[config.mk]
export PLATFORM = sky130hd
export DESIGN_NAME = vin_flash_governor
export DESIGN_NICKNAME = d
export VERILOG_FILES = /design/src/rtl/gov_pkg.sv /design/src/rtl/gov_thresh.sv /design/src/rtl/gov_filter.sv /design/src/rtl/vin_flash_governor.sv
export SDC_FILE = /design/constraint.sdc
export NUM_CORES = 1
export LEC_CHECK = 0
export BUFFER_PORTS_ARGS = -buffer_cell sky130_fd_sc_hd__buf_4
export CAP_MARGIN = 30
export CORE_ASPECT_RATIO = 1.75
export CORE_UTILIZATION = 60
export CTS_BUF_LIST = sky130_fd_sc_hd__clkbuf_2 sky130_fd_sc_hd__clkbuf_4 sky130_fd_sc_hd__clkbuf_8
export CTS_CLUSTER_SIZE = 8
export DETAILED_ROUTE_END_ITERATION = 12
export GPL_TIMING_DRIVEN = 0
export PLACE_DENSITY_LB_ADDON = 0.12
export SYNTH_ARGS = -nofsm -noshare
export SYNTH_HDL_FRONTEND = slang
export SYNTH_SLANG_ARGS = --single-unit
export TNS_END_PERCENT = 20
[constraint.sdc]
create_clock -name clk -period 6.55 [get_ports clk]
set_input_delay 1.31 -clock clk [delete_from_list [all_inputs] [get_ports clk]]
set_output_delay 1.31 -clock clk [all_outputs]
set_load 0.005 [all_outputs]
[src/rtl/gov_pkg.sv]
`timescale 1ns/1ps
package gov_pkg;
    typedef enum logic [2:0] {
        ST_IDLE,
        ST_WATCH,
        ST_FILT,
        ST_CUT,
        ST_RISE,
        ST_FROZEN
    } gov_state_t;

    localparam logic [1:0] POL_REPORT = 2'b00;
    localparam logic [1:0] POL_HOLD   = 2'b01;
    localparam logic [1:0] POL_DOWN   = 2'b10;
    localparam logic [1:0] POL_UPDN   = 2'b11;
endpackage

[src/rtl/gov_thresh.sv]
`timescale 1ns/1ps
module gov_thresh #(
    parameter int VW           = 13,
    parameter int BASE_MV      = 2900,
    parameter int STEP_MV      = 100,
    parameter int HYST_STEP_MV = 50
) (
    input  logic [VW-1:0] vin_mv,
    input  logic [2:0]    dn_sel,
    input  logic [1:0]    hyst_sel,
    output logic          below_dn,
    output logic          reach_up
);
    logic [VW-1:0] dn_mv;
    logic [VW-1:0] hyst_mv;
    logic [VW-1:0] up_mv;

    always_comb begin
        dn_mv = VW'(BASE_MV) + VW'(STEP_MV) * VW'(dn_sel);
        unique case (hyst_sel)
            2'b00:   hyst_mv = VW'(HYST_STEP_MV);
            2'b01:   hyst_mv = VW'(2 * HYST_STEP_MV);
            2'b10:   hyst_mv = VW'(3 * HYST_STEP_MV);
            default: hyst_mv = '0;
        endcase
        up_mv    = dn_mv + hyst_mv;
        below_dn = (vin_mv < dn_mv);
        reach_up = (vin_mv >= up_mv);
    end
endmodule

[src/rtl/gov_filter.sv]
`timescale 1ns/1ps
module gov_filter #(
    parameter int HALF_STEP_CYC = 3,
    parameter int T256_CYC      = 8
) (
    input  logic       clk,
    input  logic       rst_n,
    input  logic       run,
    input  logic [1:0] filt_sel,
    output logic       expired
);
    localparam int MAXL = (HALF_STEP_CYC > 4 * T256_CYC) ? HALF_STEP_CYC : 4 * T256_CYC;
    localparam int CW   = $clog2(MAXL + 1);

    logic [CW-1:0] cnt;
    logic [CW-1:0] lim;

    always_comb begin
        unique case (filt_sel)
            2'b00:   lim = CW'(HALF_STEP_CYC);
            2'b01:   lim = CW'(T256_CYC);
            2'b10:   lim = CW'(2 * T256_CYC);
            default: lim = CW'(4 * T256_CYC);
        endcase
    end

    always_ff @(posedge clk or negedge rst_n) begin
        if (!rst_n)   cnt <= '0;
        else if (!run) cnt <= '0;
        else if (cnt != lim - CW'(1)) cnt <= cnt + CW'(1);
    end

    assign expired = run && (cnt == lim - CW'(1));

    // the window counter never passes the selected delay
    p_filter_window_r7: assert property (@(posedge clk) disable iff (!rst_n)
        run |-> (cnt < lim))
        else $error("filter counter beyond selected delay");
endmodule

[src/rtl/vin_flash_governor.sv]
`timescale 1ns/1ps
module vin_flash_governor
    import gov_pkg::*;
#(
    parameter int VW            = 13,
    parameter int LW            = 4,
    parameter int HALF_STEP_CYC = 3,
    parameter int T256_CYC      = 8
) (
    input  logic          clk,
    input  logic          rst_n,
    input  logic          gov_en,
    input  logic          flash_on,
    input  logic [VW-1:0] vin_mv,
    input  logic [2:0]    dn_sel,
    input  logic [1:0]    hyst_sel,
    input  logic [1:0]    mode_sel,
    input  logic [1:0]    filt_sel,
    input  logic [LW-1:0] ramp_lvl,
    input  logic [LW-1:0] tgt_lvl,
    input  logic          step_tick,
    output logic [LW-1:0] level_o,
    output logic          hold_o,
    output logic          dec_o,
    output logic          inc_o,
    output logic          flag_o
);
    localparam logic [LW-1:0] ONE = LW'(1);

    gov_state_t    st, nxt;
    logic          below_dn, reach_up, filt_done;
    logic [LW-1:0] cap_q;
    logic [LW-1:0] lvl;

    gov_thresh #(.VW(VW)) u_thresh (
        .vin_mv   (vin_mv),
        .dn_sel   (dn_sel),
        .hyst_sel (hyst_sel),
        .below_dn (below_dn),
        .reach_up (reach_up)
    );

    gov_filter #(.HALF_STEP_CYC(HALF_STEP_CYC), .T256_CYC(T256_CYC)) u_filter (
        .clk      (clk),
        .rst_n    (rst_n),
        .run      (st == ST_FILT),
        .filt_sel (filt_sel),
        .expired  (filt_done)
    );

    assign lvl = (st == ST_IDLE) ? ramp_lvl : ((ramp_lvl < cap_q) ? ramp_lvl : cap_q);

    // next-state decision
    always_comb begin
        nxt = st;
        if (!gov_en || !flash_on) begin
            nxt = ST_IDLE;
        end else begin
            unique case (st)
                ST_IDLE:   nxt = ST_WATCH;
                ST_WATCH: begin
                    if (below_dn)
                        nxt = ST_FILT;
                    else if (mode_sel == POL_UPDN && reach_up && cap_q < tgt_lvl)
                        nxt = ST_RISE;
                end
                ST_FILT: begin
                    if (!below_dn)
                        nxt = ST_WATCH;
                    else if (filt_done)
                        nxt = (mode_sel == POL_HOLD) ? ST_FROZEN : ST_CUT;
                end
                ST_CUT: begin
                    if (reach_up)
                        nxt = (mode_sel == POL_UPDN && cap_q < tgt_lvl) ? ST_RISE : ST_WATCH;
                end
                ST_RISE: begin
                    if (below_dn)
                        nxt = ST_FILT;
                    else if (cap_q >= tgt_lvl)
                        nxt = ST_WATCH;
                end
                ST_FROZEN: nxt = ST_FROZEN;
                default:   nxt = ST_IDLE;
            endcase
        end
    end

    // state register
    always_ff @(posedge clk or negedge rst_n) begin
        if (!rst_n) st <= ST_IDLE;
        else        st <= nxt;
    end

    // ceiling and strobes
    always_ff @(posedge clk or negedge rst_n) begin
        if (!rst_n) begin
            cap_q  <= '0;
            flag_o <= 1'b0;
            dec_o  <= 1'b0;
            inc_o  <= 1'b0;
        end else begin
            flag_o <= (nxt == ST_FILT) && (st == ST_WATCH || st == ST_RISE);
            dec_o  <= 1'b0;
            inc_o  <= 1'b0;
            if (st == ST_IDLE) begin
                cap_q <= tgt_lvl;
            end else if (st == ST_FILT && nxt == ST_FROZEN) begin
                cap_q <= lvl;
            end else if (st == ST_CUT && nxt == ST_CUT && step_tick && mode_sel[1]) begin
                if (lvl != '0) begin
                    cap_q <= lvl - ONE;
                    dec_o <= 1'b1;
                end
            end else if (st == ST_RISE && nxt == ST_RISE && step_tick &&
                         mode_sel == POL_UPDN && cap_q < tgt_lvl) begin
                cap_q <= cap_q + ONE;
                inc_o <= 1'b1;
            end
        end
    end

    assign level_o = lvl;
    assign hold_o  = (st == ST_FROZEN);

    // no strobes once the function is switched off
    p_quiet_when_off_r10: assert property (@(posedge clk) disable iff (!rst_n)
        !gov_en |=> (!flag_o && !dec_o && !inc_o))
        else $error("strobe while disabled");

    // report policy never touches the level
    p_report_no_cut_r3: assert property (@(posedge clk) disable iff (!rst_n)
        (mode_sel == POL_REPORT) |=> (!dec_o && !inc_o))
        else $error("level changed under report policy");

    // down-only policy never raises
    p_down_no_rise_r5: assert property (@(posedge clk) disable iff (!rst_n)
        (mode_sel == POL_DOWN) |=> !inc_o)
        else $error("raise under down-only policy");

    // a decrement strobe comes with a lower level
    p_cut_lowers_r5: assert property (@(posedge clk) disable iff (!rst_n)
        dec_o |-> (level_o < $past(level_o)))
        else $error("decrement without lower level");

    // frozen level does not move
    p_hold_stable_r4: assert property (@(posedge clk) disable iff (!rst_n)
        (hold_o && $past(hold_o)) |-> $stable(level_o))
        else $error("level moved while frozen");

    // flag lasts a single cycle
    p_flag_single_r9: assert property (@(posedge clk) disable iff (!rst_n)
        flag_o |=> !flag_o)
        else $error("flag longer than one cycle");
endmodule

# == Yosys cells after proc, flatten, opt, wreduce, memory -nomap -nowiden ==
# Index checks and enable logic that the tools add are counted.
# op_classes
addsub,6
n_mul,1
order_cmp,5
eq_ne,19
mux,30
reduce_logical,23
# ops
operator,count
$mux 3,10
$mux 4,7
$pmux 8 s3,1
$pmux 3 s6,1
$pmux 6 s3,1
$add 12x10->13 const A,1
$add 13x8->13,1
$ge 13x13->1,1
$logic_and 1x1->1,13
$lt 13x13->1,1
$eq 3x2->1 const B,4
$eq 3x3->1 const B,4
$mux 6,2
$lt 4x4->1,2
$mul 5x3->8 const A,1
$mux 1,8
$reduce_bool 4->1,2
$add 6x1->6 const B,1
$eq 2x1->1 const B,3
$eq 2x2->1 const B,3
$eq 6x6->1,1
$ne 6x6->1,1
$sub 6x1->6 const B,1
$add 4x1->4 const B,1
other kinds (10),13
# word_totals
reg_bits,16
out_inout_bits,8
elab_cells,90

# == Logic depth before layout (Yosys ltp) ==
# logic_depth
word_depth,19
mapped_depth,21
depth_no_buf,21

# == By module ==
# From an unflattened synthesis, not the netlist that was laid out.
# hier_totals
cells_unflattened,311
area_unflattened_um2,2607.5
# modules_own_cells
mod,n_inst,cells_each,area_each_um2
vin_flash_governor,1,138,1153.6
gov_thresh,1,135,1082.3
gov_filter,1,38,371.6

# == Worst setup path before layout ==
# Ideal clock, no wire load.
# synth_path
kind,input -> register
from,input port dn_sel[1]
to,register cap_q[2]
setup_time_ps,104
arrival_time_ps,4943
t_required_ps,6446
path_slack_ps,1503
path_stages,20
n_path_buf,1
path_cell_list,inv_1 > ha_1 > ha_1 > buf_2 > xnor2_2 > ha_1 > a21oi_1 > o21ai_0 > nand2_1 > or2_2 > nand2_1 > ha_1 > nand3_1 > a21oi_1 > a2111oi_0 > o2bb2ai_1 > nand2_1 > o21a_1 > and2_4 > o41ai_2
# synth_via
elab_chain_len,17
# synth_rtl
item,line,source
"start, declared",vin_flash_governor.sv:15,"input logic [2:0] dn_sel,"
$mul 5x3->8 *,gov_thresh.sv:19,dn_mv = VW'(BASE_MV) + VW'(STEP_MV) * VW'(dn_sel);
$add 12x10->13 *,gov_thresh.sv:19,
$add 13x8->13,gov_thresh.sv:26,up_mv = dn_mv + hyst_mv;
$ge 13x13->1,gov_thresh.sv:28,reach_up = (vin_mv >= up_mv);
$logic_and 1x1->1 (2 in a row),vin_flash_governor.sv:64,else if (mode_sel == POL_UPDN && reach_up && cap_q < tgt_lvl)
$mux 3,vin_flash_governor.sv:64,
$mux 3,vin_flash_governor.sv:62,if (below_dn)
$pmux 3 s6 *,vin_flash_governor.sv:59,unique case (st)
$mux 3 *,vin_flash_governor.sv:56,if (!gov_en || !flash_on) begin
$eq 3x2->1 / $eq 3x3->1 (equally long branches),"vin_flash_governor.sv:110, vin_flash_governor.sv:115",
"$logic_and 1x1->1, on equally long branches (3 in a row)","vin_flash_governor.sv:110, vin_flash_governor.sv:115",
$mux 4 / $logic_and 1x1->1 (equally long branches),"vin_flash_governor.sv:110, vin_flash_governor.sv:116",
$mux 4 / $reduce_bool 4->1 (equally long branches),n/a,
$mux 4 / $reduce_and 2->1 (equally long branches),n/a,
"end signal, assigned",vin_flash_governor.sv:107,cap_q <= tgt_lvl;
"end signal, assigned",vin_flash_governor.sv:109,cap_q <= lvl;
"end signal, assigned",vin_flash_governor.sv:112,cap_q <= lvl - ONE;
"end, declared",vin_flash_governor.sv:32,logic [LW-1:0] cap_q;
# Mark *: on every way between the ends. The rest lies on a longest branch, timed or not.
# A chain may end at the register's enable or synchronous reset.

# == Worst setup path in the final report ==
# layout_path
from,input port dn_sel[2]
to,register cap_q[2]
# Same word-level chain as after synthesis.

==> out/results.tsv <==
stage	metric	value	unit
logic_synthesis	synthAdderAreaFrac	0.245	
floorplanning	rows	30	
worst_setup_path	cp-start-kind	input pin	
grt	grt_max_degree	17	
timing	drv_slew	0	
pwr	power_frac_seq	0.260	
grt	grt_first_pass_wirelength	9650	µm
logic_synthesis	ys.flop_type	dfrtp_1	
min_path	min_to	cap_q[3]$_DFFE_PN0P_	
timing	hold_slack	0.613	ns
clocking	tritoncts	done	
grt	grt_usage	0.278	
worst_setup_path	r2r-end	cap_q[2]$_DFFE_PN0P_	
logic_synthesis	synth_top_family_by_area	adder cells	
logic_synthesis	ys_seq_area_frac	0.160	
timing	max_freq	181	MHz
clocking	path_clk_slew	0.06	ns
logic_synthesis	synth-simple-area-share	0.204	
timing	worstMarginPinSlew	0.618	ns
logic_synthesis	synth_xor_area_frac	0.0833	
logic_synthesis	syn-cell-area	2510	µm²
drt	drt_wl_total	5660	µm
floorplanning	die-area	4450	µm²
clocking	clkSinkCount	16	
clocking	postCtsResizedCells	0	
worst_setup_path	cp.required	6.70	ns
timing	skew	0.00111	ns
timing	period_needed	5.54	ns
timing	rsz0062_at_grt	no	
drt	vias	2374	
final_layout	drive_above_1_share	0.179	
logic_synthesis	postSynthAreaPerCell	8.22	µm²
drt	postRouteAntennaNets	0	
pwr	p_per_area	147	nW/µm²
final_layout	syn2layout_area_growth	17.2	%
placement	dp_hpwl	4840	µm
timing	setup_violations	0	
clocking	cts_setup_buffers	0	
logic_synthesis	yosysWarnings	0	
drt	wl_per_cell	14.2	µm
outcome	outcome	complete, no violations	
logic_synthesis	netlist_instances	305	
clocking	cts_root_buf	clkbuf_8	
final_layout	final_cell_mix	49 x ha_1, 43 x buf_4, 33 x inv_1, 28 x nor2_1, 17 x nand2_1	
drt	vias_per_cell	5.95	
grt	overflow	0	
worst_setup_path	cp-startpoint	dn_sel[2]	
floorplanning	core-area	3940	µm²
worst_setup_path	r2r-start	cap_q[1]$_DFFE_PN0P_	
min_path	worstHoldPathCells	2	
pwr	swShare	0.385	
final_layout	final_common_cell	ha_1	
timing	hold_viol_final	0	
grt	grt_pass1_vias	2401	
timing	max_slew_margin	0.585	
logic_synthesis	synth-compound-area-share	0.228	
clocking	ctsHoldBuffers	0	
drt	initialDrtViolationCount	52	
floorplanning	start_util	0.636	
clocking	insertion_delay	0.25	ns
min_path	hp-class	register to register	
drt	drtPass1Iterations	4	
logic_synthesis	async_reset_ff_frac	1.00	
min_path	min_from	cap_q[3]$_DFFE_PN0P_	
clocking	clk_path_buf_depth	2	
timing	min_period_over_period	0.846	
worst_setup_path	rr_worst_depth	10	
logic_synthesis	synth_seq_cells	16	
worst_setup_path	worstPathArrival	5.69	ns
clocking	numCtsBuffers	3	
final_layout	fin_nets	436	
worst_setup_path	cp-end-kind	register	
floorplanning	io_pins	43	
pwr	netSwitchingPower	167	µW
drt	drc	0	
flow_run	drv_cap	0	
floorplanning	die_h	87.5	µm
timing	setup_tns	0	ns
pwr	internal_power	266	µW
worst_setup_path	reg2reg_slack	3.61	ns
placement	port_buffers	42	
floorplanning	die_w	50.9	µm
clocking	cts.htree.levels	1	
pwr	power.share.clock	0.200	
logic_synthesis	synth.mux.area_fraction	0.0200	
final_layout	num_antenna_cells	0	
pwr	vdd.ir_drop.worst	0.116	mV
logic_synthesis	synthesis.nets	389	
worst_setup_path	setup.worst_path.class	input pin to register	
logic_synthesis	synth_edf_count	0	
grt	antenna_found_initial	0	
pwr	comb_power_share	0.540	
placement	gp_congestion	0.914	
pwr	p_leak	0.00144	µW
worst_setup_path	cp_max_fo	8	
logic_synthesis	ys_types	62	
## cells by family (layout without fill, tap and decap cells)
| family | Yosys count | after routing |
|---|---|---|
| XOR/XNOR | 23 | 23 |
| adder cells (fa/ha/maj) | 49 | 49 |
| flip-flops | 16 | 16 |
| AND/OR/NAND/NOR | 99 | 99 |
| AO/OA/AOI/OAI | 74 | 74 |
| buffers and inverters | 39 | 85 |
| multiplexers | 5 | 5 |
## synthesized netlist by cell type (2+ instances only)
cell type / count / area [µm²]
nand2b_1: 4 / 25.0
nand3_1: 12 / 60.1
nor4_1: 3 / 18.8
o22ai_1: 5 / 31.3
a21oi_1: 13 / 65.1
nand4_1: 7 / 43.8
a31oi_1: 3 / 18.8
xor2_1: 7 / 61.3
a2bb2oi_1: 2 / 17.5
a2111oi_0: 3 / 26.3
nor2_1: 28 / 105
or3_1: 2 / 12.5
and4_1: 2 / 17.5
nand2_1: 17 / 63.8
ha_1: 49 / 613
mux2i_1: 5 / 50.1
xnor2_1: 15 / 131
o21a_1: 3 / 22.5
a21o_1: 4 / 30.0
inv_1: 33 / 124
nor3_1: 7 / 35.0
o211ai_1: 2 / 15.0
dfrtp_1: 16 / 400
buf_2: 2 / 10.0
and3_1: 6 / 37.5
a41oi_1: 2 / 17.5
o21ai_0: 14 / 70.1
a221oi_1: 2 / 17.5
clkbuf_1: 2 / 7.51
nor4b_1: 2 / 17.5
o21bai_1: 2 / 15.0
## flip-flops by register name, indices dropped and copies added, names as in the netlist
signal / cells
st: 3
flag_o: 1
u_filter.cnt: 6
dec_o: 1
cap_q: 4
inc_o: 1
## cell type report
class                   count  area [µm²]
flip-flops and latches     16         400
multi-input cells         250        1950
fillers                   321        1000
well taps                  48        60.1
inverters                  33         124
plain buffers               6        28.8
repair buffers             42         315
clock buffers               4        55.1
## how the worst max path moves through the flow
stage	end	slack, ns
after global routing	cap_q[2]$_DFFE_PN0P_	0.60
final	cap_q[2]$_DFFE_PN0P_	1.01
after detailed placement	cap_q[2]$_DFFE_PN0P_	0.77
after CTS	cap_q[2]$_DFFE_PN0P_	1.0
after floorplan	cap_q[2]$_DFFE_PN0P_	1.50
after global placement	cap_q[1]$_DFFE_PN0P_	0.82
## worst max-delay path: stages
cell	delay (ns)
buf_4	0.13
inv_1	0.08
ha_1	0.30
ha_1	0.30
buf_2	0.17
xnor2_2	0.25
xnor2_1	0.11
o21ai_0	0.40
nand2_1	0.12
or2_2	0.30
nand2_1	0.07
ha_1	0.23
o21a_1	0.11
o21ai_0	0.19
a21oi_1	0.10
o2bb2ai_1	0.46
nand2_1	0.25
o21a_1	0.29
and2_4	0.19
o41ai_2	0.32
## per-stage QoR
stage	utilization	std cells	power (µW)	worst slack [ns]	area, µm²
3_5_place_dp	0.731	395	347	0.774	2880
4_1_cts	0.745	399	435	0.996	2940
3_3_place_gp	0.731	395	340	0.820	2880
5_1_grt	0.745	399	470	0.600	2940
6_report	0.745	399	433	1.01	2940
2_1_floorplan	-	305	278	1.50	2510
## power groups by stage
stage	combinational [µW]	sequential, µW	clock, µW
6_report	233	112	86.7
2_1_floorplan	167	111	0
3_5_place_dp	233	114	0
5_1_grt	266	113	90.3
3_3_place_gp	227	114	0
4_1_cts	235	112	88.0
## routing by layer
metal  track usage  vias up  routed length, µm
li1              -     1204                  -
met3        0.0244       18                183
met1         0.259     1084               2040
met2         0.565       68               3240
met5             0        -                  0
met4         0.149        0                203
Note: power is estimated with default switching activity, not from simulation.
